===== config.mk =====
export PLATFORM = sky130hd
export DESIGN_NAME = stage_cfg_writer
export DESIGN_NICKNAME = d
export VERILOG_FILES = /design/src/rtl/stage_cfg_pkg.sv /design/src/rtl/stage_cfg_decode.sv /design/src/rtl/stage_cfg_regs.sv /design/src/rtl/stage_cfg_xfer.sv /design/src/rtl/stage_cfg_rdport.sv /design/src/rtl/stage_cfg_writer.sv
export SDC_FILE = /design/constraint.sdc
export NUM_CORES = 1
export LEC_CHECK = 0
export BUFFER_PORTS_ARGS = -buffer_cell sky130_fd_sc_hd__buf_2
export CORE_MARGIN = 2
export CORE_UTILIZATION = 45
export DETAILED_ROUTE_END_ITERATION = 10
export PLACE_DENSITY = 0.71
export SYNTH_ARGS = -nofsm -noshare
export SYNTH_HDL_FRONTEND = slang
export SYNTH_SLANG_ARGS = --single-unit

===== constraint.sdc =====
create_clock -name clk -period 4.4 [get_ports clk]
set_clock_uncertainty 0.1 [all_clocks]
set_input_delay 0.88 -clock clk [delete_from_list [all_inputs] [get_ports clk]]
set_output_delay 0.88 -clock clk [all_outputs]
set_load 0.01 [all_outputs]

===== src/rtl/stage_cfg_pkg.sv =====
package stage_cfg_pkg;
  localparam int unsigned ADR_CHAN = 32'h38;
  localparam int unsigned ADR_CSR  = 32'h3A;
  localparam int unsigned ADR_OFS  = 32'h3B;
  localparam int unsigned ADR_DATA = 32'h3C;

  localparam int CSR_GO   = 0;
  localparam int CSR_BUSY = 1;
  localparam int CSR_MLO  = 2;
  localparam int CSR_MHI  = 3;
  localparam int CSR_ERR  = 4;

  typedef enum logic [1:0] {
    MODE_NONE   = 2'b00,
    MODE_DIRECT = 2'b01,
    MODE_RSVD2  = 2'b10,
    MODE_RSVD3  = 2'b11
  } mode_e;

  typedef struct packed {
    logic chan;
    logic csr;
    logic ofs;
    logic data;
  } sel_t;

  typedef enum logic {
    XF_IDLE = 1'b0,
    XF_REQ  = 1'b1
  } xfer_state_e;
endpackage


===== src/rtl/stage_cfg_decode.sv =====
module stage_cfg_decode
  import stage_cfg_pkg::*;
#(
  parameter int ADDR_W = 8
) (
  input  logic [ADDR_W-1:0] addr,
  output sel_t              sel,
  output logic              any_hit
);
  localparam int NREG = 4;
  localparam int unsigned MAP [NREG] = '{ADR_CHAN, ADR_CSR, ADR_OFS, ADR_DATA};

  logic [NREG-1:0] hit;

  for (genvar g = 0; g < NREG; g++) begin : g_hit
    assign hit[g] = (addr == ADDR_W'(MAP[g]));
  end

  assign sel.chan = hit[0];
  assign sel.csr  = hit[1];
  assign sel.ofs  = hit[2];
  assign sel.data = hit[3];
  assign any_hit  = |hit;
endmodule


===== src/rtl/stage_cfg_regs.sv =====
module stage_cfg_regs
  import stage_cfg_pkg::*;
#(
  parameter int HOST_W = 32,
  parameter int CH_W   = 10,
  parameter int OFS_W  = 11,
  parameter int DATA_W = 16
) (
  input  logic              clk,
  input  logic              rst_n,
  input  logic              wr,
  input  logic [HOST_W-1:0] wdata,
  input  sel_t              sel,
  input  logic              any_hit,
  input  logic              busy,
  output logic [CH_W-1:0]   chan_q,
  output logic [OFS_W-1:0]  ofs_q,
  output logic [DATA_W-1:0] data_q,
  output logic [1:0]        mode_q,
  output logic              err_q,
  output logic              launch
);
  logic wr_ok;
  logic wr_blocked;
  logic [1:0] wmode;

  assign wr_ok      = wr && !busy;
  assign wr_blocked = wr && busy && any_hit;
  assign wmode      = wdata[CSR_MHI:CSR_MLO];
  assign launch     = wr_ok && sel.csr && wdata[CSR_GO] && (wmode == MODE_DIRECT);

  always_ff @(posedge clk) begin
    if (!rst_n) begin
      chan_q <= '0;
      ofs_q  <= '0;
      data_q <= '0;
      mode_q <= MODE_NONE;
      err_q  <= 1'b0;
    end else begin
      if (wr_ok && sel.chan) chan_q <= wdata[CH_W-1:0];
      if (wr_ok && sel.ofs)  ofs_q  <= wdata[OFS_W-1:0];
      if (wr_ok && sel.data) data_q <= wdata[DATA_W-1:0];
      if (wr_ok && sel.csr)  mode_q <= wmode;
      if (wr_blocked)
        err_q <= 1'b1;
      else if (wr_ok && sel.csr && wdata[CSR_ERR])
        err_q <= 1'b0;
    end
  end
endmodule


===== src/rtl/stage_cfg_xfer.sv =====
module stage_cfg_xfer
  import stage_cfg_pkg::*;
#(
  parameter int CH_W   = 10,
  parameter int OFS_W  = 11,
  parameter int DATA_W = 16
) (
  input  logic              clk,
  input  logic              rst_n,
  input  logic              launch,
  input  logic [CH_W-1:0]   chan_in,
  input  logic [OFS_W-1:0]  ofs_in,
  input  logic [DATA_W-1:0] data_in,
  input  logic              dn_ready,
  output logic              dn_valid,
  output logic [CH_W-1:0]   dn_chan,
  output logic [OFS_W-1:0]  dn_ofs,
  output logic [DATA_W-1:0] dn_data,
  output logic              busy
);
  xfer_state_e state_q, state_d;

  always_comb begin
    state_d = state_q;
    unique case (state_q)
      XF_IDLE: if (launch)   state_d = XF_REQ;
      XF_REQ:  if (dn_ready) state_d = XF_IDLE;
      default: state_d = XF_IDLE;
    endcase
  end

  always_ff @(posedge clk) begin
    if (!rst_n) begin
      state_q <= XF_IDLE;
      dn_chan <= '0;
      dn_ofs  <= '0;
      dn_data <= '0;
    end else begin
      state_q <= state_d;
      if (state_q == XF_IDLE && launch) begin
        dn_chan <= chan_in;
        dn_ofs  <= ofs_in;
        dn_data <= data_in;
      end
    end
  end

  assign dn_valid = (state_q == XF_REQ);
  assign busy     = (state_q != XF_IDLE);
endmodule


===== src/rtl/stage_cfg_rdport.sv =====
module stage_cfg_rdport
  import stage_cfg_pkg::*;
#(
  parameter int HOST_W = 32,
  parameter int CH_W   = 10,
  parameter int OFS_W  = 11,
  parameter int DATA_W = 16
) (
  input  logic              clk,
  input  logic              rst_n,
  input  logic              rd,
  input  sel_t              sel,
  input  logic [CH_W-1:0]   chan_q,
  input  logic [OFS_W-1:0]  ofs_q,
  input  logic [DATA_W-1:0] data_q,
  input  logic [1:0]        mode_q,
  input  logic              err_q,
  input  logic              busy,
  input  logic              pending,
  output logic [HOST_W-1:0] rdata,
  output logic              rvalid
);
  logic [HOST_W-1:0] csr_view;
  logic [HOST_W-1:0] mux;

  always_comb begin
    csr_view = '0;
    csr_view[CSR_GO]          = pending;
    csr_view[CSR_BUSY]        = busy;
    csr_view[CSR_MHI:CSR_MLO] = mode_q;
    csr_view[CSR_ERR]         = err_q;
  end

  always_comb begin
    mux = '0;
    unique case (1'b1)
      sel.chan: mux = HOST_W'(chan_q);
      sel.csr:  mux = csr_view;
      sel.ofs:  mux = HOST_W'(ofs_q);
      sel.data: mux = HOST_W'(data_q);
      default:  mux = '0;
    endcase
  end

  always_ff @(posedge clk) begin
    if (!rst_n) begin
      rdata  <= '0;
      rvalid <= 1'b0;
    end else begin
      rvalid <= rd;
      if (rd) rdata <= mux;
    end
  end
endmodule


===== src/rtl/stage_cfg_writer.sv =====
module stage_cfg_writer
  import stage_cfg_pkg::*;
#(
  parameter int ADDR_W = 8,
  parameter int HOST_W = 32,
  parameter int CH_W   = 10,
  parameter int OFS_W  = 11,
  parameter int DATA_W = 16
) (
  input  logic              clk,
  input  logic              rst_n,
  input  logic              host_wr,
  input  logic              host_rd,
  input  logic [ADDR_W-1:0] host_addr,
  input  logic [HOST_W-1:0] host_wdata,
  output logic [HOST_W-1:0] host_rdata,
  output logic              host_rvalid,
  output logic              dn_valid,
  input  logic              dn_ready,
  output logic [CH_W-1:0]   dn_chan,
  output logic [OFS_W-1:0]  dn_ofs,
  output logic [DATA_W-1:0] dn_data
);
  sel_t              sel;
  logic              any_hit;
  logic              busy;
  logic              launch;
  logic [CH_W-1:0]   chan_q;
  logic [OFS_W-1:0]  ofs_q;
  logic [DATA_W-1:0] data_q;
  logic [1:0]        mode_q;
  logic              err_q;

  stage_cfg_decode #(.ADDR_W(ADDR_W)) u_dec (
    .addr    (host_addr),
    .sel     (sel),
    .any_hit (any_hit)
  );

  stage_cfg_regs #(
    .HOST_W(HOST_W), .CH_W(CH_W), .OFS_W(OFS_W), .DATA_W(DATA_W)
  ) u_regs (
    .clk     (clk),
    .rst_n   (rst_n),
    .wr      (host_wr),
    .wdata   (host_wdata),
    .sel     (sel),
    .any_hit (any_hit),
    .busy    (busy),
    .chan_q  (chan_q),
    .ofs_q   (ofs_q),
    .data_q  (data_q),
    .mode_q  (mode_q),
    .err_q   (err_q),
    .launch  (launch)
  );

  stage_cfg_xfer #(
    .CH_W(CH_W), .OFS_W(OFS_W), .DATA_W(DATA_W)
  ) u_xfer (
    .clk      (clk),
    .rst_n    (rst_n),
    .launch   (launch),
    .chan_in  (chan_q),
    .ofs_in   (ofs_q),
    .data_in  (data_q),
    .dn_ready (dn_ready),
    .dn_valid (dn_valid),
    .dn_chan  (dn_chan),
    .dn_ofs   (dn_ofs),
    .dn_data  (dn_data),
    .busy     (busy)
  );

  stage_cfg_rdport #(
    .HOST_W(HOST_W), .CH_W(CH_W), .OFS_W(OFS_W), .DATA_W(DATA_W)
  ) u_rd (
    .clk     (clk),
    .rst_n   (rst_n),
    .rd      (host_rd),
    .sel     (sel),
    .chan_q  (chan_q),
    .ofs_q   (ofs_q),
    .data_q  (data_q),
    .mode_q  (mode_q),
    .err_q   (err_q),
    .busy    (busy),
    .pending (dn_valid),
    .rdata   (host_rdata),
    .rvalid  (host_rvalid)
  );
endmodule


Word level (Yosys, flattened, before mapping)
Index checks and enable logic that the tools add are counted.
Widths: inputs -> output; s select.
Operators by class
  multiplexer cells: 6
  reduce and logical (&&, ||, !) cells: 14
  equality and inequality tests: 5
  bitwise gates (word level): 1
Operators by type and width (number)
  $pmux 16 s4: 1
  $eq 8x6->1 const B: 4
  $logic_and 1x1->1: 11
  $mux 1: 4
  $reduce_or 4->1: 1
  $eq 2x1->1 const B: 1
  $pmux 1 s2: 1
  $reduce_bool 2->1: 1
  $logic_not 1->1: 1
  $not 1->1: 1
Storage, ports and cells
  output and inout port bits: 71
  input port bits: 45
  register bits: 111
  logic and storage cells: 37

Longest topological paths before layout
  depth in word-level cells: 7
  gate-level depth with buffers: 7
  depth with buffers taken out: 4

Hierarchy
Synthesis repeated with hierarchy kept, for this count alone.
Second synthesis, totals
  cells, all modules: 432
  area, all modules: 4117.7 µm²
By module, submodules not included
  stage_cfg_regs: area an instance 1537.7 µm², sequential area each 800.8 µm², instances 1, cells each 154
  stage_cfg_xfer: area an instance 1535.2 µm², sequential area each 760.7 µm², instances 1, cells each 165
  stage_cfg_rdport: area an instance 939.7 µm², sequential area each 340.3 µm², instances 1, cells each 103
  stage_cfg_decode: area an instance 105.1 µm², sequential area each 0.0 µm², instances 1, cells each 10

Worst setup path before layout
Ideal clock, no wire load.
  path kind: input to register
  from: input port host_addr[2]
  to: register u_regs.ofs_q[0]
  cell stages on the path: 6
  buffers on the path: 2
  arrival time: 1.883 ns
  required time: 4.184 ns
  setup time: 0.116 ns
  slack: 2.301 ns
  cell sequence: buf_6 and4b_1 and3_4 buf_12 mux2i_1 nor2b_1
On the way
  longest elaborated chain between the ends: 2
RTL lines
  start, declared: RTL line stage_cfg_writer.sv:14  | input logic [ADDR_W-1:0] host_addr,
  $eq 8x6->1: RTL line stage_cfg_decode.sv:16  | assign hit[g] = (addr == ADDR_W'(MAP[g]));
  $logic_and 1x1->1: RTL line stage_cfg_regs.sv:41  | if (wr_ok && sel.ofs) ofs_q <= wdata[OFS_W-1:0];
  end signal, assigned: RTL line stage_cfg_regs.sv:41
  end, declared: RTL line stage_cfg_regs.sv:17  | output logic [OFS_W-1:0] ofs_q,
No other way between the ends.
A chain may end at the register's enable or synchronous reset.

Final worst setup path
  from: input port host_wr
  to: register u_xfer.dn_data[6]
On the way
  longest elaborated chain between the ends: 5
RTL lines
  start, declared: RTL line stage_cfg_writer.sv:12  | input logic host_wr,
  $logic_and 1x1->1: RTL line stage_cfg_regs.sv:27  | assign wr_ok = wr && !busy;
  $logic_and 1x1->1 (3 in a row): RTL line stage_cfg_regs.sv:30  | assign launch = wr_ok && sel.csr && wdata[CSR_GO] && (wmode == MODE_DIRECT);
  $logic_and 1x1->1: RTL line stage_cfg_xfer.sv:40  | if (state_q == XF_IDLE && launch) begin
  end signal, assigned: RTL line stage_cfg_xfer.sv:43  | dn_data <= data_in;
  end, declared: RTL line stage_cfg_xfer.sv:18  | output logic [DATA_W-1:0] dn_data,
No other way between the ends.

==> results.md <==
- In the global route stage, met2 resource usage came out at 0.311.
- The shortest period the worst path allows is 2.59 ns.
- The DRC violations left is 0.
- Relative to the synthesized area, the layout overhead comes to 12.2%.
- The kind of cell adding the most delay to the critical path is simple AND/OR/NAND/NOR gates.
- The placed wire-length estimate is 6490 um.
- The actual transition at the worst max-transition pin is 1.00 ns.
- The reported leakage power is between 0.002 and 0.0025 uW.
- The type of origin of the critical path is an input port.
- The clock network latency to the later pin of the worst-skew pair is about 0.37 ns.
- Once the clock tree was built, the setup fixing pass inserted 0 buffers.
- After floorplanning, the core was divided into 34 placement rows.
- In the routed layout, each cell is associated on average with a via count of between 5 and 6.
- The clock buffer count from CTS is 9.
- The count of synthesis-stage warnings from yosys is 0.
- The clock network power share is 0.370.
- In this run the horizontal extent of the chip is approximately 98 um.
- The critical-path maximum fanout is 23.
- In this run the worst hold path is classified as register to register.
- The number of fill cells in the layout is roughly 820.
- The number of search-and-repair iterations in the first detailed-routing pass is 4.
- The count of final hold-check violations is 0.
- The critical path is of the input port to register type.
- The number of inserted diodes is 0.
- The count of flip-flops with a built-in enable after synthesis is 0.
- The die is 98.3 um tall.
- Of the total power, the share spent switching nets is 0.256.
- Once detail routing completed, the nets flagged for antenna violations numbered 0.
- The distinct cell type count of the synthesized netlist is 39.
- Across all layers, the routed design uses about 3100 vias.
- For this design, the slowest cell found on the critical path is and4_1.
- The dominant synthesized flop cell is dfxtp_1.
- The share of total power dissipated in combinational logic is 0.046.
- After routing, the total negative slack on setup checks comes to 0 ns.
- Traced cell by cell, the critical path runs through buf_2 > nor2b_1 > and4_1 > buf_4 > nand3_1 > nand2_1.
- The met3 global-route usage is 0.0480.
- After detailed routing, the average wire length per cell comes to 15.4 um.
- In the final layout, the share of cells above drive strength 1 is 0.220.
- The register clock-pin slew on the reported worst setup and hold paths is roughly 0.09 ns.
- The count of hold buffers inserted by post-cts repair is 0.
- STA classifies the critical path endpoint as a register.
- TritonCTS built the clock tree.
- Across all hold checks on the routed design, the worst slack comes to between 0.3 and 0.4 ns.
- Synthesis handed over a netlist of between 400 and 500 instances.
- The number of global-route vias before repair came to between 2000 and 3000.
- The required time at the worst-slack endpoint is between 4 and 5 ns.
- Of the total power, registers draw 0.584.
- The die area is roughly 9700 um^2.
- The top cell types in the final layout, fill and taps aside, are 95 x dfxtp_1, 83 x buf_2, 78 x nand3_1.
- The combined global-route utilization of all metal layers is 0.192.
- Setup violations remaining at the end of the flow were counted as 0.
- The most common cell after layout, fill and taps aside is dfxtp_1.
- The routed wire length is 9270 um.
- The max-capacitance violation count is 0.
- Entering global routing, the biggest net connects 66 pins.
- In this run, synthesis produced a sequential element count of 95.
- The power spent charging and discharging nets is roughly 380 uW.
- The effective utilization at floorplan is 0.461.
- VDD sags by at most roughly 0.00017 V.
- In the finished design, the share of the clock period the worst path needs comes to 0.589.
- The synthesized area per cell is approximately 9.4 um^2.
- In this run the clock root is driven by a clkbuf_8.
- The portion of the post-synthesis area used by sequential elements is 0.476.
- After the first detailed-routing iteration, the DRC count stood at about 160.
- The number of buffers and inverters on the critical path is 2.
- The highest cell delay on the worst timing path is a little over 0.7 ns.
- The I/O pin count is about 120.
- The flow ran to the end, and the final reports show no timing, DRC or antenna violations.
- The first global-routing pass estimated between 10000 and 15000 um of wire.
- The internal power contribution is roughly 1100 uW.
- Setup repair after global routing left no endpoint under its margin.
- Dividing total power by cell area gives a power density of 329 nW/um^2.
- The arrival time reported for the critical path endpoint is 2.80 ns.
- The number of levels in the clock H-tree is 3.
- The sum of overflow across all layers after global routing is 0.
- The initial antenna violation count is 0.
- The count of buffers inserted at the top-level ports is 83.
- The final count of pins violating max slew is 0.
- The number of nets in the finished design is about 540.
- The post-synth design cell area is between 3000 and 4000 um^2.
- The clock passes through at most 2 buffers.
- The fraction of synthesis flops using an asynchronous set or reset pin is 0.
- For this run, global-route usage on met1 was measured as 0.251.
- The layer with the highest usage is met2.
- For this design, the sink count on the clock tree is 95.
- The worst-case headroom to the max-slew limit is 0.332.
- The core region is ~8700 um^2.
- The final core utilization is 0.517.
- Once the clock tree was built, the resizer swapped 0 gates to a different size.
- The weighted congestion reported at the end of routability-driven placement is around 0.9.
- The fmax is roughly 390 MHz.
worst paths after layout:
path                            startpoint                              to  slack (ns)  depth (start not counted)
max reg2reg         u_xfer.busy$_SDFF_PN0_  u_xfer.dn_data[6]$_SDFFE_PN0P_        2.01                          5
min reg2reg  u_xfer.dn_ofs[6]$_SDFFE_PN0P_   u_xfer.dn_ofs[6]$_SDFFE_PN0P_        0.35                          2
max                                host_wr  u_xfer.dn_data[6]$_SDFFE_PN0P_        1.81                          6
min          u_xfer.dn_ofs[6]$_SDFFE_PN0P_   u_xfer.dn_ofs[6]$_SDFFE_PN0P_        0.35                          2
flip-flops by register name, indices dropped and copies added, names as in the netlist:
name and count:
u_regs.mode_q 2, u_regs.err_q 1, u_rd.rvalid 1, u_regs.ofs_q 11
u_regs.chan_q 10, u_xfer.dn_chan 10, u_regs.data_q 16, u_xfer.dn_data 16
u_xfer.busy 1, u_xfer.dn_ofs 11, u_rd.rdata 16
cell usage after synthesis (4+ instances only):
| library cell | count | share of area |
|---|---|---|
| buf_2 | 7 | 0.0088 |
| nand3_1 | 78 | 0.098 |
| dfxtp_1 | 95 | 0.48 |
| nor2_1 | 5 | 0.0047 |
| o21ai_0 | 9 | 0.011 |
| a21oi_1 | 5 | 0.0063 |
| a221oi_1 | 4 | 0.0088 |
| clkbuf_1 | 10 | 0.0094 |
| buf_6 | 7 | 0.020 |
| nand2_1 | 49 | 0.046 |
| nor2b_1 | 51 | 0.080 |
| buf_4 | 20 | 0.038 |
| mux2i_1 | 44 | 0.11 |
| a222oi_1 | 5 | 0.013 |
cell families after synthesis:
group | count (synthesis) | synth area share
AND/OR/NAND/NOR | 205 | 0.277
AO/OA/AOI/OAI | 30 | 0.0523
other | 1 | 0.000938
buffers and inverters | 49 | 0.0842
flip-flops | 95 | 0.476
multiplexers | 44 | 0.110
tightest hold or removal path, cell delays in order (launching register included):
cell	delay [ns]
dfxtp_1	0.32
nand3_1	0.06
nand2_1	0.04
final cells by class:
| cell class | instances | area [um^2] | area share |
|---|---|---|---|
| multi-input combinational | 295 | 1820 | 0.405 |
| timing repair buffer | 87 | 445 | 0.0993 |
| clock buffer | 9 | 124 | 0.0276 |
| sequential | 95 | 1900 | 0.424 |
| clock inverter | 7 | 56.3 | 0.0126 |
| tap | 108 | 135 | 0.0301 |
| inverter | 2 | 7.51 | 0.00167 |
metrics by stage:
step                      setup slack, ns  std cells  power (uW)  cell area, um^2
after floorplan                      2.30        439         935             4050
after global placement               1.53        587         947             4310
after detailed placement             1.48        587         948             4310
after CTS                            1.85        603        1480             4490
after global routing                 1.71        603        1530             4490
final                                1.81        603        1470             4490
routing by layer:
layer	share of wire	wire length [um]	vias to the layer above
li1	-	-	1565
met1	0.45	4130	1468
met2	0.48	4410	103
met3	0.062	579	12
met4	0.016	145	0
met5	0	0	-
power groups by stage:
stage	Sequential, uW	Clock [uW]	Combinational (uW)
after floorplan	881	0	54.0
after global placement	881	0	66.7
after detailed placement	880	0	67.5
after CTS	861	555	67.6
after global routing	861	591	73.8
final	861	546	68.4
Power figures use the tool's default switching activity.
